$ cat config.mk
export PLATFORM = sky130hd
export DESIGN_NAME = supStat
export DESIGN_NICKNAME = d
export VERILOG_FILES = /design/src/rtl/supStatPkg.sv /design/src/rtl/supStatCtrl.sv /design/src/rtl/supStatData.sv /design/src/rtl/supStat.sv
export SDC_FILE = /design/constraint.sdc
export NUM_CORES = 1
export LEC_CHECK = 0
export BUFFER_PORTS_ARGS = -buffer_cell sky130_fd_sc_hd__buf_4
export CAP_MARGIN = 30
export CORE_ASPECT_RATIO = 0.7
export CORE_MARGIN = 2
export CORE_UTILIZATION = 27
export CTS_CLUSTER_DIAMETER = 80
export DETAILED_ROUTE_END_ITERATION = 6
export PLACE_DENSITY = 0.79
export SLEW_MARGIN = 20
export SYNTH_ARGS = -nofsm -noshare
export SYNTH_HDL_FRONTEND = slang
export SYNTH_SLANG_ARGS = --single-unit
$ cat constraint.sdc
create_clock -name clk -period 1.2 [get_ports clk]
set_input_delay 0.18 -clock clk [delete_from_list [all_inputs] [get_ports clk]]
set_output_delay 0.18 -clock clk [all_outputs]
set_load 0.05 [all_outputs]
$ cat src/rtl/supStatPkg.sv
package supStatPkg;
  localparam int IE_BIT  = 0;
  localparam int PIE_BIT = 1;
  localparam int PP_BIT  = 2;
  localparam int MXR_BIT = 3;
  localparam int UXL_LO  = 4;
  localparam int UXL_HI  = 5;

  localparam logic [1:0] WIDTH_CODE_32 = 2'd1;
  localparam logic [1:0] WIDTH_CODE_64 = 2'd2;

  typedef struct packed {
    logic doEnter;
    logic doReturn;
    logic doWrite;
  } ctlStrobes_t;
endpackage

$ cat src/rtl/supStatCtrl.sv
module supStatCtrl
  import supStatPkg::*;
(
  input  logic        csrWrEn,
  input  logic        trapEnter,
  input  logic        trapReturn,
  input  logic        irqPending,
  input  logic        curIe,
  input  logic        curPriv,
  output ctlStrobes_t strb,
  output logic        irqTake
);
  always_comb begin
    strb          = '0;
    strb.doEnter  = trapEnter;
    strb.doReturn = trapReturn && !trapEnter;
    strb.doWrite  = csrWrEn && !trapEnter && !trapReturn;
  end

  assign irqTake = irqPending && (!curPriv || curIe);
endmodule

$ cat src/rtl/supStatData.sv
module supStatData
  import supStatPkg::*;
#(
  parameter int SUP_WIDTH = 64
) (
  input  logic                 clk,
  input  logic                 rstN,
  input  ctlStrobes_t          strb,
  input  logic [SUP_WIDTH-1:0] wrData,
  output logic [SUP_WIDTH-1:0] rdData,
  output logic                 ie,
  output logic                 priv,
  output logic                 mxr,
  output logic [1:0]           uxl
);
  logic pie;
  logic pp;

  always_ff @(posedge clk or negedge rstN) begin
    if (!rstN) begin
      ie   <= 1'b0;
      pie  <= 1'b0;
      pp   <= 1'b0;
      mxr  <= 1'b0;
      priv <= 1'b1;
    end else if (strb.doEnter) begin
      pp   <= priv;
      pie  <= ie;
      ie   <= 1'b0;
      priv <= 1'b1;
    end else if (strb.doReturn) begin
      ie   <= pie;
      pie  <= 1'b1;
      priv <= pp;
      pp   <= 1'b0;
    end else if (strb.doWrite) begin
      ie  <= wrData[IE_BIT];
      pie <= wrData[PIE_BIT];
      pp  <= wrData[PP_BIT];
      mxr <= wrData[MXR_BIT];
    end
  end

  generate
    if (SUP_WIDTH >= 64) begin : g_uxlField
      logic [1:0] uxlReg;
      logic [1:0] newCode;
      logic       codeLegal;
      assign newCode   = wrData[UXL_HI:UXL_LO];
      assign codeLegal = (newCode == WIDTH_CODE_32) || (newCode == WIDTH_CODE_64);
      always_ff @(posedge clk or negedge rstN) begin
        if (!rstN) uxlReg <= WIDTH_CODE_64;
        else if (strb.doWrite && codeLegal) uxlReg <= newCode;
      end
      assign uxl = uxlReg;
    end else begin : g_uxlFixed
      assign uxl = WIDTH_CODE_32;
    end
  endgenerate

  always_comb begin
    rdData          = '0;
    rdData[IE_BIT]  = ie;
    rdData[PIE_BIT] = pie;
    rdData[PP_BIT]  = pp;
    rdData[MXR_BIT] = mxr;
    if (SUP_WIDTH >= 64) rdData[UXL_HI:UXL_LO] = uxl;
  end
endmodule

$ cat src/rtl/supStat.sv
module supStat
  import supStatPkg::*;
#(
  parameter int SUP_WIDTH = 64
) (
  input  logic                 clk,
  input  logic                 rstN,
  input  logic                 csrWrEn,
  input  logic [SUP_WIDTH-1:0] csrWrData,
  output logic [SUP_WIDTH-1:0] csrRdData,
  input  logic                 trapEnter,
  input  logic                 trapReturn,
  input  logic                 irqPending,
  output logic                 irqTake,
  output logic                 privSuper,
  output logic [1:0]           userWidthSel,
  output logic                 mxrOut
);
  ctlStrobes_t strb;
  logic        curIe;

  supStatCtrl u_ctrl (
    .csrWrEn   (csrWrEn),
    .trapEnter (trapEnter),
    .trapReturn(trapReturn),
    .irqPending(irqPending),
    .curIe     (curIe),
    .curPriv   (privSuper),
    .strb      (strb),
    .irqTake   (irqTake)
  );

  supStatData #(.SUP_WIDTH(SUP_WIDTH)) u_data (
    .clk   (clk),
    .rstN  (rstN),
    .strb  (strb),
    .wrData(csrWrData),
    .rdData(csrRdData),
    .ie    (curIe),
    .priv  (privSuper),
    .mxr   (mxrOut),
    .uxl   (userWidthSel)
  );
endmodule

==> results.py, run 1 <==
metrics = {
    "floorplan": {
        "rows": 16,
        "start_util_pct": 28.9,
        "core_area_um2": 2840,
        "die_h_um": 50.2,
        "die_w_um": 70.0,
        "ios": 139,
        "die-area_um2": 3510,
    },
    "worst_setup_path": {
        "cp-start-kind": "flop",
        "cp.required_ns": 1.02,
        "max_stage_delay_ns": 0.56,
        "crit_arrival_ns": 1.01,
        "cp_slowest_cell": "dfstp_2",
        "path_max_fanout": 4,
        "path_cells": "a21boi_2 > buf_6",
        "endpoint_kind": "output port",
        "worst-setup-path-type": "flop to output port",
    },
    "detailed_routing": {
        "viasPerCell": 3.16,
        "post_drt_wl_per_cell_um": 8.76,
        "wl_um": 1330,
        "drcViolationCount": 0,
        "drt_iter0_drc": 4,
        "ant_nets": 0,
        "vias": 481,
        "drtPass1Iterations": 4,
    },
    "layout": {
        "layout.nets": 187,
        "final_core_util_pct": 29.4,
        "drive_gt1_share_pct": 27.6,
        "diodes": 0,
        "syn_to_final_growth_pct": 1.67,
    },
    "flow_run": {
        "drv_cap": 0,
    },
    "run_status": {
        "status": "completed",
    },
    "clocking": {
        "clk_latency_ns": 0.23,
        "clock-root-buffer": "clkbuf_8",
        "h-tree-depth": 1,
        "clk_pin_slew_worst_paths_ns": 0.04,
        "cts_tree": "done",
        "cts.path.max_buffers": 2,
        "cts_buffers": 3,
        "cts_sinks": 7,
    },
    "placement": {
        "gp_congestion": 0.730,
        "io_buffers": 22,
        "hpwlAfterDp_um": 1140,
    },
    "yosys": {
        "synth_most_common_cell": "buf_4",
        "synth_warnings": 0,
        "ys_ff_latch": 7,
        "yosysTopAreaCellShare_pct": 58.4,
        "synth_edf_count": 0,
        "synthFlopType": "dfrtp_1",
        "ys_seq_area_share_pct": 21.6,
        "syn-cell-area_um2": 822,
        "synth-async-reset-ratio_pct": 100,
        "synthDistinctLibCells": 19,
        "synth_cells": 95,
        "yosysTopAreaCell": "buf_4",
        "synth_area_leaders": "buf_4 (58%), dfrtp_1 (15%), dfstp_2 (6.4%), mux2_2 (2.7%), mux2i_1 (2.4%)",
        "postSynthAreaPerCell_um2": 8.65,
        "yosys-top-cells-count": "buf_4 (64), dfrtp_1 (5), nand2_1 (3), nor2_1 (3)",
    },
    "timing": {
        "drv_slew": 0,
        "fmax_mhz": 842,
        "setup_tns_ns": 0,
        "fin_crit_sh_pct": 99.0,
        "finalSetupViolations": 0,
        "finClkSkew_ns": 0.000666,
        "grt_setup_unrepaired": "true",
        "finalHoldViolations": 0,
        "min_period_ns": 1.19,
    },
    "pwr": {
        "ir_drop_v": 0.000346,
        "powerDensity_nw_per_um2": 1540,
        "power.leakage_nw": 0.484,
    },
    "global_route": {
        "grt_first_pass_wirelength_um": 1660,
        "antenna_found_initial": 0,
        "gr-total-overflow": 0,
        "grt_max_degree": 8,
        "grt_pass1_vias": 377,
        "grt_usage_pct": 6.43,
    },
    "min_path": {
        "hp-class": "input pin to flop",
    },
}
-- layout by cell type (no fill, tap or decap), types with 2 or more instances in the layout --
cell type  count
a21oi_1        2
buf_4         22
clkbuf_8       3
conb_1        58
dfrtp_1        5
dfstp_2        2
mux2_2         2
mux2i_1        2
nand2_1        3
nor2_1         3
-- path summary, 6_finish.rpt --
kind / start / to / slack [ns] / cells past startpoint
max: u_data.priv / irqTake / 0.01 / 2
min reg2reg: u_data.mxr / u_data.mxr / 0.52 / 2
min in group asynchronous: rstN / u_data.pie / 0.30 / 2
max in group asynchronous: rstN / u_data.priv / 0.70 / 2
min: csrWrData[5] / u_data.uxl[0] / 0.12 / 2
max reg2reg: u_data.ie / u_data.ie / 0.11 / 4
-- kinds of logic (layout without fill, tap and decap cells) --
logic type / Yosys count / count (layout) / synth area share, %
AOI/OAI and AO/OA: 9 / 9 / 7.76
other: 1 / 58 / 0.456
and+or+nand+nor: 9 / 9 / 6.09
buffers and inverters: 65 / 29 / 58.9
DFF: 7 / 7 / 21.6
muxes: 4 / 4 / 5.17
-- worst max-delay path, delay by kind of cell, from the launching register on --
| family | cells | cell delay [ns] |
|---|---|---|
| buffers and inverters | 1 | 0.15 |
| flip-flops | 1 | 0.56 |
| AO/OA/AOI/OAI | 1 | 0.07 |
-- state kept, by name, summed over array words and instances (netlist names) --
signal / count
u_data.pp: 1
u_data.mxr: 1
u_data.priv: 1
u_data.uxl: 2
u_data.pie: 1
u_data.ie: 1
-- per-layer routing --
| metal | GRT usage, % | routed length, um | vias up | part of all wire, % |
|---|---|---|---|---|
| li1 | - | - | 223 | - |
| met1 | 6.27 | 423 | 225 | 32 |
| met2 | 11.6 | 786 | 31 | 59 |
| met3 | 1.41 | 105 | 2 | 7.9 |
| met4 | 5.77 | 17 | 0 | 1.3 |
| met5 | 0 | 0 | - | 0 |
-- layout make-up --
| cell class | count | area, um^2 |
|---|---|---|
| Clock buffer | 4 | 45.0 |
| Fill cell | 309 | 2010 |
| Inverter | 1 | 3.75 |
| Multi-Input combinational cell | 80 | 378 |
| Sequential cell | 7 | 178 |
| Tap cell | 36 | 45.0 |
| Timing Repair Buffer | 24 | 186 |
-- per-stage QoR --
step	cell area [um^2]	hold WS (ns)	total power, mW	instances	setup WS, ns
2_1_floorplan	1040	-0.116	1.00	152	0.0527
3_3_place_gp	769	-0.00358	0.928	146	0.140
3_5_place_dp	769	-0.00341	0.933	146	0.112
4_1_cts	828	0.122	1.28	151	0.00611
5_1_grt	836	0.155	1.33	152	-0.0121
6_report	836	0.125	1.29	152	0.0122
-- what timing repair did --
action / 4_1_cts / 5_1_grt
setup buffers: 0 / 1
pin swaps: 0 / 1
gates cloned: 0 / 0
hold buffers: 1 / 0
gates resized for setup: 1 / 0
hold endpoints to repair: 7 / 0
setup endpoints to repair: 1 / 1
-- power by group --
part | total (mW) | internal (mW) | switching (mW)
Clock | 0.346 | 0.231 | 0.115
Combinational | 0.662 | 0.0982 | 0.563
Sequential | 0.279 | 0.261 | 0.0182
Total | 1.29 | 0.590 | 0.696
Power figures use the tool's default switching activity.
==> run 2, diff against run 1 <==
--- a/config.mk
+++ b/config.mk
@@ -5,12 +5,11 @@
 export SDC_FILE = /design/constraint.sdc
 export NUM_CORES = 1
 export LEC_CHECK = 0
-export BUFFER_PORTS_ARGS = -buffer_cell sky130_fd_sc_hd__buf_4
+export BUFFER_PORTS_ARGS = -buffer_cell sky130_fd_sc_hd__buf_2
 export CAP_MARGIN = 30
 export CORE_ASPECT_RATIO = 0.7
 export CORE_MARGIN = 2
 export CORE_UTILIZATION = 27
-export CTS_CLUSTER_DIAMETER = 80
 export DETAILED_ROUTE_END_ITERATION = 6
 export PLACE_DENSITY = 0.79
 export SLEW_MARGIN = 20
==> results.py, run 2 (synthesized netlist as in run 1, its figures left out) <==
metrics = {
    "clocking": {
        "h-tree-depth": 1,
        "clk_latency_ns": 0.22,
        "cts_tree": "done",
        "clock-root-buffer": "clkbuf_8",
        "cts_sinks": 7,
        "clk_pin_slew_worst_paths_ns": 0.04,
        "cts_buffers": 3,
        "cts.path.max_buffers": 2,
    },
    "worst_setup_path": {
        "crit_arrival_ns": 0.98,
        "r2r_start": "u_data.ie",
        "cp.required_ns": 1.02,
        "cp-start-kind": "flop",
        "path_max_fanout": 4,
        "rr_endpoint": "u_data.ie",
        "r2r_slack_ns": 0.12,
        "rr_worst_depth": 4,
        "cp-startpoint": "u_data.priv",
        "cp_slowest_cell": "dfstp_2",
        "worst-setup-path-type": "flop to output port",
        "path_cells": "a21boi_2 > buf_6",
        "max_stage_delay_ns": 0.55,
        "endpoint_kind": "output port",
    },
    "placement": {
        "gp_congestion": 0.694,
        "io_buffers": 22,
        "hpwlAfterDp_um": 1110,
        "pre_cts_ws_ns": 0.130,
    },
    "detailed_routing": {
        "viasPerCell": 3.05,
        "ant_nets": 0,
        "drtPass1Iterations": 4,
        "wl_um": 1260,
        "vias": 464,
        "post_drt_wl_per_cell_um": 8.29,
        "drt_iter0_drc": 11,
        "drcViolationCount": 0,
    },
    "pwr": {
        "ir_drop_v": 0.000449,
        "power.leakage_nw": 0.471,
        "powerDensity_nw_per_um2": 1570,
    },
    "flow_run": {
        "drv_cap": 0,
    },
    "layout": {
        "layout.nets": 187,
        "drive_gt1_share_pct": 27.6,
        "fill_cells": 317,
        "largest_register_ffs": 2,
        "diodes": 0,
        "mostFrequentLayoutCells": "conb_1 (58), buf_2 (18), dfrtp_1 (5)",
        "layout_commonest_cell": "conb_1",
        "register_area_um2": 178,
        "syn_to_final_growth_pct": -3.81,
        "multiInputGateArea_um2": 378,
    },
    "timing": {
        "drv_slew": 0,
        "setup_tns_ns": 0,
        "finClkSkew_ns": 0.00116,
        "fmax_mhz": 864,
        "fin_crit_sh_pct": 96.4,
        "finalSetupViolations": 0,
        "finalHoldViolations": 0,
        "min_period_ns": 1.16,
        "grt_setup_unrepaired": "true",
        "fin_ws_ns": 0.0427,
        "whs_ns": 0.140,
    },
    "global_route": {
        "antenna_found_initial": 0,
        "grt_first_pass_wirelength_um": 1680,
        "grt_usage_pct": 6.26,
        "gr-total-overflow": 0,
        "grt_pass1_vias": 358,
        "grt_max_degree": 8,
    },
    "run_status": {
        "status": "completed",
    },
    "floorplan": {
        "start_util_pct": 28.9,
        "die-area_um2": 3510,
        "die_w_um": 70.0,
        "ios": 139,
        "rows": 16,
        "die_h_um": 50.2,
        "core_area_um2": 2840,
    },
    "min_path": {
        "hold_end": "u_data.uxl[0]",
        "min_from": "csrWrData[5]",
        "hp-class": "input pin to flop",
        "whs_path_depth": 2,
    },
}
run 2: worst max-delay path: cells and delay by family, from the launching register on:
kind / cells / cell delay (ns)
DFF: 1 / 0.55
buffers and inverters: 1 / 0.15
AOI/OAI and AO/OA: 1 / 0.06
run 2: worst max-delay path by stage:
stage                                to  slack [ns]  cells past startpoint
final                           irqTake        0.04                      2
after global routing            irqTake      -0.008                      2
after detailed placement  u_data.uxl[0]        0.13                      4
after CTS                  csrRdData[5]       -0.02                      1
after global placement    u_data.uxl[0]        0.14                      4
after floorplan                 irqTake        0.05                      1
run 2: final cells by class:
cell class,count,area share [%]
Clock buffer,4,5.70
Tap cell,36,5.70
Inverter,1,0.475
Timing Repair Buffer,24,17.9
Multi-Input combinational cell,80,47.8
Sequential cell,7,22.5
run 2: power breakdown:
part / switching [mW] / total, mW / internal, mW
logic: 0.563 / 0.637 / 0.0742
registers: 0.0154 / 0.276 / 0.261
clock network: 0.0990 / 0.329 / 0.230
run 2: metal layers:
metal | GRT usage [%] | vias up | share of wire, %
li1 | - | 223 | -
met1 | 6.50 | 210 | 33
met2 | 11.4 | 31 | 59
met3 | 2.21 | 0 | 8.3
met4 | 2.88 | 0 | 0
met5 | 0 | - | 0
run 2: through the flow:
stage	util, %	cell area (um^2)	power, mW	cells
6_report	27.8	791	1.24	152
3_3_place_gp	25.1	714	0.897	146
5_1_grt	27.8	791	1.30	152
4_1_cts	27.2	774	1.24	151
2_1_floorplan	-	1040	1.00	152
3_5_place_dp	25.1	714	0.901	146
run 2: repair_timing:
action,CTS,global route
endpoints found under the hold margin,7,0
endpoints found under the setup margin,4,3
setup buffers,0,1
hold buffers,1,0
resized for setup,2,5
==> run 3, diff against run 2 <==
--- a/config.mk
+++ b/config.mk
@@ -12,6 +12,7 @@
 export CORE_UTILIZATION = 27
 export DETAILED_ROUTE_END_ITERATION = 6
 export PLACE_DENSITY = 0.79
+export REMOVE_ABC_BUFFERS = 1
 export SLEW_MARGIN = 20
 export SYNTH_ARGS = -nofsm -noshare
 export SYNTH_HDL_FRONTEND = slang
==> results.py, run 3 (synthesized netlist as in run 1, its figures left out) <==
metrics = {
    "run_status": {
        "status": "completed",
    },
    "timing": {
        "finalHoldViolations": 0,
        "finClkSkew_ns": 0.0000361,
        "fin_crit_sh_pct": 98.5,
        "grt_setup_unrepaired": "true",
        "fin_ws_ns": 0.0176,
        "finalSetupViolations": 0,
        "fmax_mhz": 846,
        "drv_slew": 0,
        "min_period_ns": 1.18,
    },
    "placement": {
        "io_buffers": 22,
        "dp.cells": 146,
        "hpwlAfterDp_um": 1200,
        "gp_congestion": 0.808,
        "pre_cts_ws_ns": 0.113,
    },
    "clocking": {
        "clk_pin_slew_worst_paths_ns": 0.04,
        "cts_buffers": 3,
        "cts_sinks": 7,
        "h-tree-depth": 1,
        "cts.path.max_buffers": 2,
        "clock-root-buffer": "clkbuf_8",
        "clk_latency_ns": 0.23,
        "cts_tree": "done",
    },
    "floorplan": {
        "die-area_um2": 3510,
        "ios": 139,
        "core_area_um2": 2840,
        "start_util_pct": 28.9,
        "die_h_um": 50.2,
        "rows": 16,
        "die_w_um": 70.0,
    },
    "global_route": {
        "grt_max_degree": 8,
        "antenna_found_initial": 0,
        "grtUsageMet1_pct": 6.27,
        "grt_first_pass_wirelength_um": 1890,
        "met3_usage_pct": 3.41,
        "busiest_layer": "met2",
        "use_met2_pct": 14.3,
        "grt_usage_pct": 7.34,
        "gr-total-overflow": 0,
        "grt_pass1_vias": 409,
    },
    "worst_setup_path": {
        "worst-setup-path-type": "flop to output port",
        "crit_arrival_ns": 1.00,
        "path_max_fanout": 3,
        "cp.required_ns": 1.02,
        "endpoint_kind": "output port",
        "cp-startpoint": "u_data.priv",
        "cp-start-kind": "flop",
        "r2r_start": "u_data.ie",
    },
    "layout": {
        "drive_gt1_share_pct": 28.2,
        "mostFrequentLayoutCells": "conb_1 (58), buf_2 (18), buf_4 (5), dfrtp_1 (5)",
        "instances_no_fill": 153,
        "layout.nets": 188,
        "layout_commonest_cell": "conb_1",
        "diodes": 0,
        "syn_to_final_growth_pct": -2.89,
        "largest_register_ffs": 2,
    },
    "detailed_routing": {
        "drtPass1Iterations": 2,
        "drcViolationCount": 0,
        "viasPerCell": 3.18,
        "vias": 487,
        "post_drt_wl_per_cell_um": 8.95,
        "wl_um": 1370,
        "drt_iter0_drc": 9,
        "ant_nets": 0,
    },
    "min_path": {
        "min_from": "csrWrData[3]",
        "hp-class": "input pin to flop",
    },
    "pwr": {
        "power.leakage_nw": 0.476,
        "powerDensity_nw_per_um2": 1560,
        "power.total_mw": 1.25,
        "ir_drop_v": 0.000263,
    },
    "flow_run": {
        "drv_cap": 0,
    },
}
==> run 3: cell count changes in the layout (fill, tap and decap cells not counted) <==
cell   change
buf_4      +1
==> run 3: what timing repair did <==
action,4_1_cts,5_1_grt
setup buffers,1,1
setup endpoints to repair,4,1
hold endpoints to repair,7,0
gates resized for setup,7,0
hold buffers,1,0
gates cloned,0,0
==> run 3: cell type report <==
| class | count | area (um^2) |
|---|---|---|
| fill | 310 | 2040 |
| multi-input combinational | 80 | 378 |
| sequential | 7 | 178 |
| timing repair buffer | 25 | 149 |
| clock buffer | 4 | 45.0 |
| tap | 36 | 45.0 |
| inverter | 1 | 3.75 |
==> run 3: worst max-delay path: stages (launching register included) <==
cell and delay [ns]:
dfstp_2 0.56, a21boi_2 0.07, buf_6 0.15
==> run 3: metrics by stage <==
| stage | instance area [um^2] | hold WS (ns) | util [%] | setup TNS [ns] |
|---|---|---|---|---|
| 6_report | 798 | 0.142 | 28.1 | 0 |
| 5_1_grt | 798 | 0.143 | 28.1 | -0.00420 |
| 4_1_cts | 791 | 0.140 | 27.8 | 0 |
| 3_5_place_dp | 711 | 0.0192 | 25.0 | 0 |
| 3_3_place_gp | 711 | 0.0188 | 25.0 | 0 |
| 2_1_floorplan | 556 | -0.116 | - | -1.02 |
==> run 3: power by group <==
part	internal [mW]	switching (mW)
Combinational	0.0773	0.564
Sequential	0.261	0.0163
Clock	0.230	0.0999
Total	0.568	0.680
==> run 3: worst paths after layout <==
check / slack (ns) / endpoint / depth (start not counted)
worst max register to register: 0.15 / u_data.ie / 4
worst max-delay path: 0.02 / irqTake / 2
worst min register to register: 0.50 / u_data.mxr / 2
min in group asynchronous: 0.33 / u_data.mxr / 2
max in group asynchronous: 0.63 / u_data.uxl[1] / 2
worst min-delay path: 0.14 / u_data.mxr / 3
==> run 3: per-layer routing <==
layer	share of wire, %	up-vias
met1	30	230
met5	0	-
li1	-	227
met2	61	28
met3	8.1	2
met4	0.95	0
